`config.mk`:
```
export PLATFORM = sky130hd
export DESIGN_NAME = voice_irq_arbiter
export DESIGN_NICKNAME = d
export VERILOG_FILES = /design/src/rtl/voice_irq_pkg.sv /design/src/rtl/voice_irq_pending.sv /design/src/rtl/voice_irq_pick.sv /design/src/rtl/voice_irq_arbiter.sv
export SDC_FILE = /design/constraint.sdc
export NUM_CORES = 1
export LEC_CHECK = 0
export BUFFER_PORTS_ARGS = -buffer_cell sky130_fd_sc_hd__buf_2
export CAP_MARGIN = 20
export CORE_MARGIN = 5
export CORE_UTILIZATION = 55
export DETAILED_ROUTE_END_ITERATION = 8
export GPL_ROUTABILITY_DRIVEN = 1
export HOLD_SLACK_MARGIN = 0.05
export PLACE_DENSITY = 0.92
export SYNTH_ARGS = -nofsm -noshare
export SYNTH_HDL_FRONTEND = slang
export SYNTH_HIERARCHICAL = 1
export SYNTH_SLANG_ARGS = --single-unit
```
`constraint.sdc`:
```
create_clock -name clk -period 3.6 [get_ports clk]
set_clock_uncertainty 0.1 [all_clocks]
set_input_delay 1.08 -clock clk [delete_from_list [all_inputs] [get_ports clk]]
set_output_delay 1.08 -clock clk [all_outputs]
set_load 0.02 [all_outputs]
```
`src/rtl/voice_irq_pkg.sv`:
```
package voice_irq_pkg;
  localparam logic [7:0] ACK_CODE      = 8'h8F;
  localparam logic [7:0] IDLE_CODE     = 8'hE8;
  localparam int         VOICE_FIELD_W = 5;
  localparam logic [2:0] WAVE_TAG      = 3'b011;
  localparam logic [2:0] RAMP_TAG      = 3'b100;
endpackage

```
`src/rtl/voice_irq_pending.sv`:
```
module voice_irq_pending #(
  parameter int W = 32
) (
  input  logic         clk,
  input  logic         rst_n,
  input  logic         clear_all,
  input  logic [W-1:0] set_i,
  input  logic [W-1:0] ack_i,
  output logic [W-1:0] pend_o,
  output logic         any_o
);
  logic [W-1:0] pend_q;

  always_ff @(posedge clk or negedge rst_n) begin
    if (!rst_n)         pend_q <= '0;
    else if (clear_all) pend_q <= '0;
    else                pend_q <= (pend_q & ~ack_i) | set_i;
  end

  assign pend_o = pend_q;
  assign any_o  = |pend_q;

  // a request that is not cancelled is visible on the next cycle
  assert_req_sticks_R11: assert property (@(posedge clk) disable iff (!rst_n)
    (!clear_all && set_i != '0) |=> ((pend_q & $past(set_i)) == $past(set_i)));
endmodule

```
`src/rtl/voice_irq_pick.sv`:
```
module voice_irq_pick #(
  parameter int W     = 32,
  parameter int LIMIT = 31,
  parameter int IW    = 5
) (
  input  logic [W-1:0]  vec_i,
  output logic          found_o,
  output logic [IW-1:0] idx_o,
  output logic [W-1:0]  onehot_o
);
  localparam logic [W-1:0] ONE = {{(W-1){1'b0}}, 1'b1};

  always_comb begin
    found_o = 1'b0;
    idx_o   = '0;
    for (int i = LIMIT - 1; i >= 0; i--) begin
      if (vec_i[i]) begin
        found_o = 1'b1;
        idx_o   = i[IW-1:0];
      end
    end
    onehot_o = found_o ? (ONE << idx_o) : '0;
  end

  always_comb begin
    if (found_o) assert_pick_in_vec_R4: assert ((vec_i & onehot_o) == onehot_o);
  end
endmodule

```
`src/rtl/voice_irq_arbiter.sv`:
```
module voice_irq_arbiter #(
  parameter int NUM_VOICES = 32,
  parameter int SCAN_LIMIT = 31
) (
  input  logic                  clk,
  input  logic                  rst_n,
  input  logic [NUM_VOICES-1:0] wave_req,
  input  logic [NUM_VOICES-1:0] ramp_req,
  input  logic                  fsel_wr,
  input  logic [7:0]            fsel_data,
  input  logic                  run_wr,
  input  logic                  run_keep,
  output logic [7:0]            status_byte,
  output logic [NUM_VOICES-1:0] wave_ctl_clr,
  output logic [NUM_VOICES-1:0] ramp_ctl_clr,
  output logic                  wave_flag,
  output logic                  ramp_flag,
  output logic                  irq
);
  import voice_irq_pkg::*;

  localparam int IW = $clog2(NUM_VOICES);

  logic                  ack, clear_all, serve_wave, serve_ramp;
  logic                  w_found, r_found;
  logic [IW-1:0]         w_idx, r_idx;
  logic [NUM_VOICES-1:0] w_onehot, r_onehot, w_ack_vec, r_ack_vec;
  logic [NUM_VOICES-1:0] w_pend, r_pend;

  assign ack        = fsel_wr && (fsel_data == ACK_CODE);
  assign clear_all  = run_wr && !run_keep;
  assign serve_wave = ack && w_found;
  assign serve_ramp = ack && !w_found && r_found;
  assign w_ack_vec  = serve_wave ? w_onehot : '0;
  assign r_ack_vec  = serve_ramp ? r_onehot : '0;

  voice_irq_pending #(.W(NUM_VOICES)) u_wave_pend (
    .clk(clk), .rst_n(rst_n), .clear_all(clear_all),
    .set_i(wave_req), .ack_i(w_ack_vec), .pend_o(w_pend), .any_o(wave_flag));

  voice_irq_pending #(.W(NUM_VOICES)) u_ramp_pend (
    .clk(clk), .rst_n(rst_n), .clear_all(clear_all),
    .set_i(ramp_req), .ack_i(r_ack_vec), .pend_o(r_pend), .any_o(ramp_flag));

  voice_irq_pick #(.W(NUM_VOICES), .LIMIT(SCAN_LIMIT), .IW(IW)) u_wave_pick (
    .vec_i(w_pend), .found_o(w_found), .idx_o(w_idx), .onehot_o(w_onehot));

  voice_irq_pick #(.W(NUM_VOICES), .LIMIT(SCAN_LIMIT), .IW(IW)) u_ramp_pick (
    .vec_i(r_pend), .found_o(r_found), .idx_o(r_idx), .onehot_o(r_onehot));

  always_ff @(posedge clk or negedge rst_n) begin
    if (!rst_n) begin
      status_byte  <= IDLE_CODE;
      wave_ctl_clr <= '0;
      ramp_ctl_clr <= '0;
    end else if (clear_all) begin
      wave_ctl_clr <= '0;
      ramp_ctl_clr <= '0;
    end else begin
      wave_ctl_clr <= w_ack_vec;
      ramp_ctl_clr <= r_ack_vec;
      if (serve_wave)      status_byte <= {WAVE_TAG, VOICE_FIELD_W'(w_idx)};
      else if (serve_ramp) status_byte <= {RAMP_TAG, VOICE_FIELD_W'(r_idx)};
      else if (ack)        status_byte <= IDLE_CODE;
    end
  end

  assign irq = wave_flag | ramp_flag;

  // at most one control-register clear pulse at a time
  assert_onehot_clr_R9: assert property (@(posedge clk) disable iff (!rst_n)
    $onehot0({wave_ctl_clr, ramp_ctl_clr}));

  // a wave-end acknowledge never touches the ramp class
  assert_wave_first_R5: assert property (@(posedge clk) disable iff (!rst_n)
    (ack && !clear_all && (w_pend[SCAN_LIMIT-1:0] != '0))
      |=> (ramp_ctl_clr == '0 && status_byte[7:5] == WAVE_TAG));

  // empty scan window yields the idle code
  assert_idle_code_R7: assert property (@(posedge clk) disable iff (!rst_n)
    (ack && !clear_all && (w_pend[SCAN_LIMIT-1:0] == '0) && (r_pend[SCAN_LIMIT-1:0] == '0))
      |=> (status_byte == IDLE_CODE));

  // run-control clear drops the line
  assert_clear_drops_R12: assert property (@(posedge clk) disable iff (!rst_n)
    clear_all |=> (!irq && !wave_flag && !ramp_flag));
endmodule

```
# == After elaboration in Yosys (flattened, before gate mapping) ==
# Cells that the tools add are included.
# word_totals
reg_bits,136
in_bits,77
output_inout_bits,75
wordCells,162
# op_classes
n_eq_ne,1
shift,2
mux,135
n_bitwise,8
reduce_logical,11
# op_table
operator,n
$mux 5,62
$mux 32,8
$and 32x32->32,2
$not 32->32,2
$or 32x32->32,2
$reduce_or 32->1,2
$shl 1x5->32 const A,2
$mux 1,62
$mux 8,3
$eq 8x8->1 const B,1
$logic_and 1x1->1,5
$reduce_bool 3->1,1
$logic_not 1->1,2
$reduce_and 2->1,1
$not 1->1,1
$or 1x1->1,1

# == Logic depth before layout (Yosys ltp) ==
# depth
ltp_word,39
mapped_depth,14
depth_no_buf,11

# == Hierarchy ==
# The synthesis kept the hierarchy.
# by_module_without_submodules
mod,instances,cells_per_inst,area_per_inst_um2
voice_irq_arbiter,1,321,2894.0
voice_irq_pending,2,142,1287.5
voice_irq_pick,2,117,772.0

# == Worst setup path before layout ==
# Ideal clock, no wire load.
# synth_path
kind,register to output
startpoint,"reg u_ramp_pend.pend_q[12], in the netlist u_ramp_pend/pend_o[12]"
endpoint,out irq
arrival_time_ps,1488
required_ps,2420
path_slack_ps,932
path_stages_with_launch,5
n_path_buf,0
cell_sequence,dfrtp_1 > nor4_1 > nand4_1 > or2_1 > or2_2
# synth_between
elab_chain_cells,2
# synth_lines
element,line_no,source
start: declaration,voice_irq_pending.sv:12,logic [W-1:0] pend_q;
start signal: assignment,voice_irq_pending.sv:17,else pend_q <= (pend_q & ~ack_i) | set_i;
$reduce_or 32->1,voice_irq_pending.sv:21,assign any_o = |pend_q;
via ramp_flag,voice_irq_arbiter.sv:17,"output logic ramp_flag,"
$or 1x1->1,voice_irq_arbiter.sv:68,assign irq = wave_flag | ramp_flag;
end: declaration,voice_irq_arbiter.sv:18,output logic irq
# The timed path passes the listed nets, and every way through them passes these cells.

# == Worst setup path after layout ==
# layout_path
startpoint,"reg u_ramp_pend.pend_q[12], in the netlist u_ramp_pend/pend_o[12]"
endpoint,out irq
# layout_between
elab_chain_cells,2
# layout_lines
element,line_no
$reduce_or 32->1,voice_irq_pending.sv:21
$or 1x1->1,voice_irq_arbiter.sv:68
# Every way passes these cells.

==> results.ini <==
[timing]
finalSetupTns_ns = 0
min_period_ns = 3.35
setup-violations-final = 0
worstMarginPinSlew_ns = 0.750
drv_slew = 0
hold_viol_final = 0
rsz0062_at_grt = false
slew_headroom = 0.500
final.setup.worst_slack_ns = 0.251
max_freq_mhz = 299
fin_crit_sh = 0.930

[placed_design]
place_ws_ns = 0.440
dpl_cell_area_sq_um = 7800
port_buffers = 151
place_hpwl_um = 13500
gp_congestion = 0.916
dp.cells = 1122

[clock_network]
clk_latency_ns = 0.43
clockRootBuffer = clkbuf_16
cts_tree = built
cts_hold_buf = 0
cts_buffer_depth = 2
cts.sinks = 135
htree_levels = 4
cts_setup_buffers = 0
clk_pin_slew_worst_paths_ns = 0.06
cts_buffers = 17
ctsResizeCount = 0

[floorplan]
dieHeight_um = 123
dieArea_sq_um = 15100
rows = 41
core-area_sq_um = 12600
io_pins = 152
start_util = 0.558
die_w_um = 123

[critical_path]
r2r_slack_ns = 0.56
r2r_end = u_ramp_pend/pend_o[10]
cp_max_fo = 6
critPathLaunch = u_ramp_pend/pend_o[12]
endpoint_kind = output pin
crit_type = register to output pin
critPathArrivalTime_ns = 2.17
crit_end = irq
rr_startpoint = u_ramp_pend/pend_o[23]
r2r_cells = 11
cp-start-kind = register
worst_ep_required_time_ns = 2.42

[cells_and_area]
drive_gt1_frac = 0.271
finalNonFillerCells = 1153
n_antenna_cell = 0
area_delta_synth_final_pct = 19.5
fin_nets = 1046
fin_area_sq_um = 8380

[detailed_routing]
vias_per_cell = 5.75
routed_wl_um = 19900
wl_per_cell_um = 17.3
firstDrtPassIters = 6
ant_nets = 0
via_count = 6629
drtIter0Drc = 869
drc_errors = 0

[yosys]
seq_area_frac_synth = 0.482
syn-num-nets = 916
avgSynthCellArea_sq_um = 8.36
synth_flop_cell = dfrtp_1
ys_ff_latch = 135
synthCells = 839
synth_warnings = 6
async_flop_share = 1.00
synthDistinctLibCells = 44
synth_area_sq_um = 7010
synth-edff-count = 0

[grt]
grt_pass1_vias = 6512
grt_util_all_layers = 0.273
grt_first_pass_wirelength_um = 31900
grt_max_degree = 80
antenna_found_initial = 0
grt_overflow_total = 0

[min_path]
hold_start = status_byte[7]
hold_path_class = register to register

[outcome]
outcome = completed

[power_and_ir_drop]
ir_drop_v = 0.000331
cellPowerDensity_nw_per_um2 = 440
leakage_nw = 3.47

[flow_run]
drv_cap = 0

==> through the flow <==
stage | power, mW | hold slack [ns] | util
2_1_floorplan | 1.87 | 0.379 | -
3_3_place_gp | 2.00 | 0.382 | 0.621
3_5_place_dp | 2.02 | 0.394 | 0.621
4_1_cts | 3.70 | 0.405 | 0.667
5_1_grt | 3.81 | 0.428 | 0.667
6_report | 3.69 | 0.405 | 0.667
==> synth_stat cells, types with 3 or more instances <==
| cell | count | area share |
|---|---|---|
| nor4_1 | 54 | 0.048 |
| o21a_1 | 4 | 0.0043 |
| mux2_2 | 4 | 0.0064 |
| inv_1 | 79 | 0.042 |
| nor3_1 | 18 | 0.013 |
| o2111ai_1 | 4 | 0.0050 |
| a221o_1 | 4 | 0.0057 |
| nand2_1 | 90 | 0.048 |
| clkbuf_1 | 26 | 0.014 |
| buf_4 | 7 | 0.0075 |
| buf_6 | 12 | 0.019 |
| dfstp_2 | 3 | 0.011 |
| or3_1 | 4 | 0.0036 |
| o31ai_1 | 6 | 0.0064 |
| nor2b_1 | 4 | 0.0036 |
| or2_1 | 3 | 0.0027 |
| buf_2 | 3 | 0.0021 |
| or4_1 | 3 | 0.0032 |
| a21oi_1 | 74 | 0.053 |
| nor2_1 | 196 | 0.10 |
| nor4_4 | 4 | 0.012 |
| dfrtp_1 | 132 | 0.47 |
| nand2b_1 | 6 | 0.0054 |
| inv_2 | 4 | 0.0021 |
| nor4_2 | 16 | 0.029 |
| o21ai_0 | 12 | 0.0086 |
| nand4_1 | 5 | 0.0045 |
| nor2_2 | 30 | 0.027 |
| buf_1 | 4 | 0.0021 |
==> layer usage <==
layer  track usage  vias up  wire [um]
met5             0        -          0
met4         0.119        0        703
met3        0.0636       73       1740
met2         0.454      395       9700
met1         0.343     3115       7800
li1              -     3046          -
==> worst min-delay path by stage <==
| stage | to | depth (start not counted) | slack, ns |
|---|---|---|---|
| floorplan | u_ramp_pend/pend_o[31] | 2 | 0.38 |
| global placement | status_byte[4] | 1 | 0.38 |
| detailed placement | status_byte[0] | 1 | 0.39 |
| CTS | status_byte[7] | 2 | 0.40 |
| global route | status_byte[0] | 1 | 0.43 |
| finish | status_byte[7] | 2 | 0.41 |
==> cell families (layout without fill, tap and decap cells) <==
logic type | Yosys count | after routing | share of synthesized area
buffers and inverters | 135 | 277 | 0.0894
AND/OR/NAND/NOR | 443 | 443 | 0.316
flip-flops | 135 | 135 | 0.482
AO/OA/AOI/OAI | 120 | 120 | 0.105
multiplexers | 4 | 4 | 0.00642
other | 2 | 2 | 0.00107
==> cell usage in the layout, fill, tap and decap left out, types with 3 or more instances in the layout <==
| cell type | n |
|---|---|
| a21oi_1 | 74 |
| a221o_1 | 4 |
| buf_2 | 150 |
| buf_4 | 10 |
| clkbuf_1 | 4 |
| clkbuf_16 | 17 |
| clkbuf_8 | 7 |
| dfrtp_1 | 132 |
| dfstp_2 | 3 |
| inv_1 | 79 |
| inv_2 | 4 |
| mux2_2 | 4 |
| nand2_1 | 90 |
| nand2b_1 | 6 |
| nand4_1 | 5 |
| nor2_1 | 196 |
| nor2_2 | 30 |
| nor3_1 | 18 |
| nor4_1 | 54 |
| nor4_2 | 16 |
| nor4_4 | 4 |
| o2111ai_1 | 4 |
| o21a_1 | 4 |
| o21ai_0 | 12 |
| o31ai_1 | 6 |
| or3_1 | 4 |
==> critical path: stages, from the launching register on <==
cell and delay (ns):
dfrtp_1 0.47, nor4_1 0.38, nand4_1 0.12, or2_1 0.31, or2_2 0.31, buf_2 0.16
==> cell type report <==
type                       instances  area [sq um]
inverter                          83           312
clock inverter                     3          40.0
sequential                       135          3380
timing repair buffer             163           877
fill                             998          4190
clock buffer                      28           537
multi-input combinational        569          3020
tap                              172           215
==> flip-flops by register name, indices dropped and copies added, names as in the netlist <==
register and cells:
ramp_ctl_clr 32, u_ramp_pend/pend_o 32, u_wave_pend/pend_o 32, wave_ctl_clr 32, status_byte 7
==> where the power goes <==
group          internal, mW  total, mW  switching [mW]
clock network          1.07       1.68           0.607
registers              1.59       1.70           0.118
logic                 0.110      0.304           0.194
total                  2.77       3.69           0.919
No activity file was read; power rests on OpenSTA's default activity.
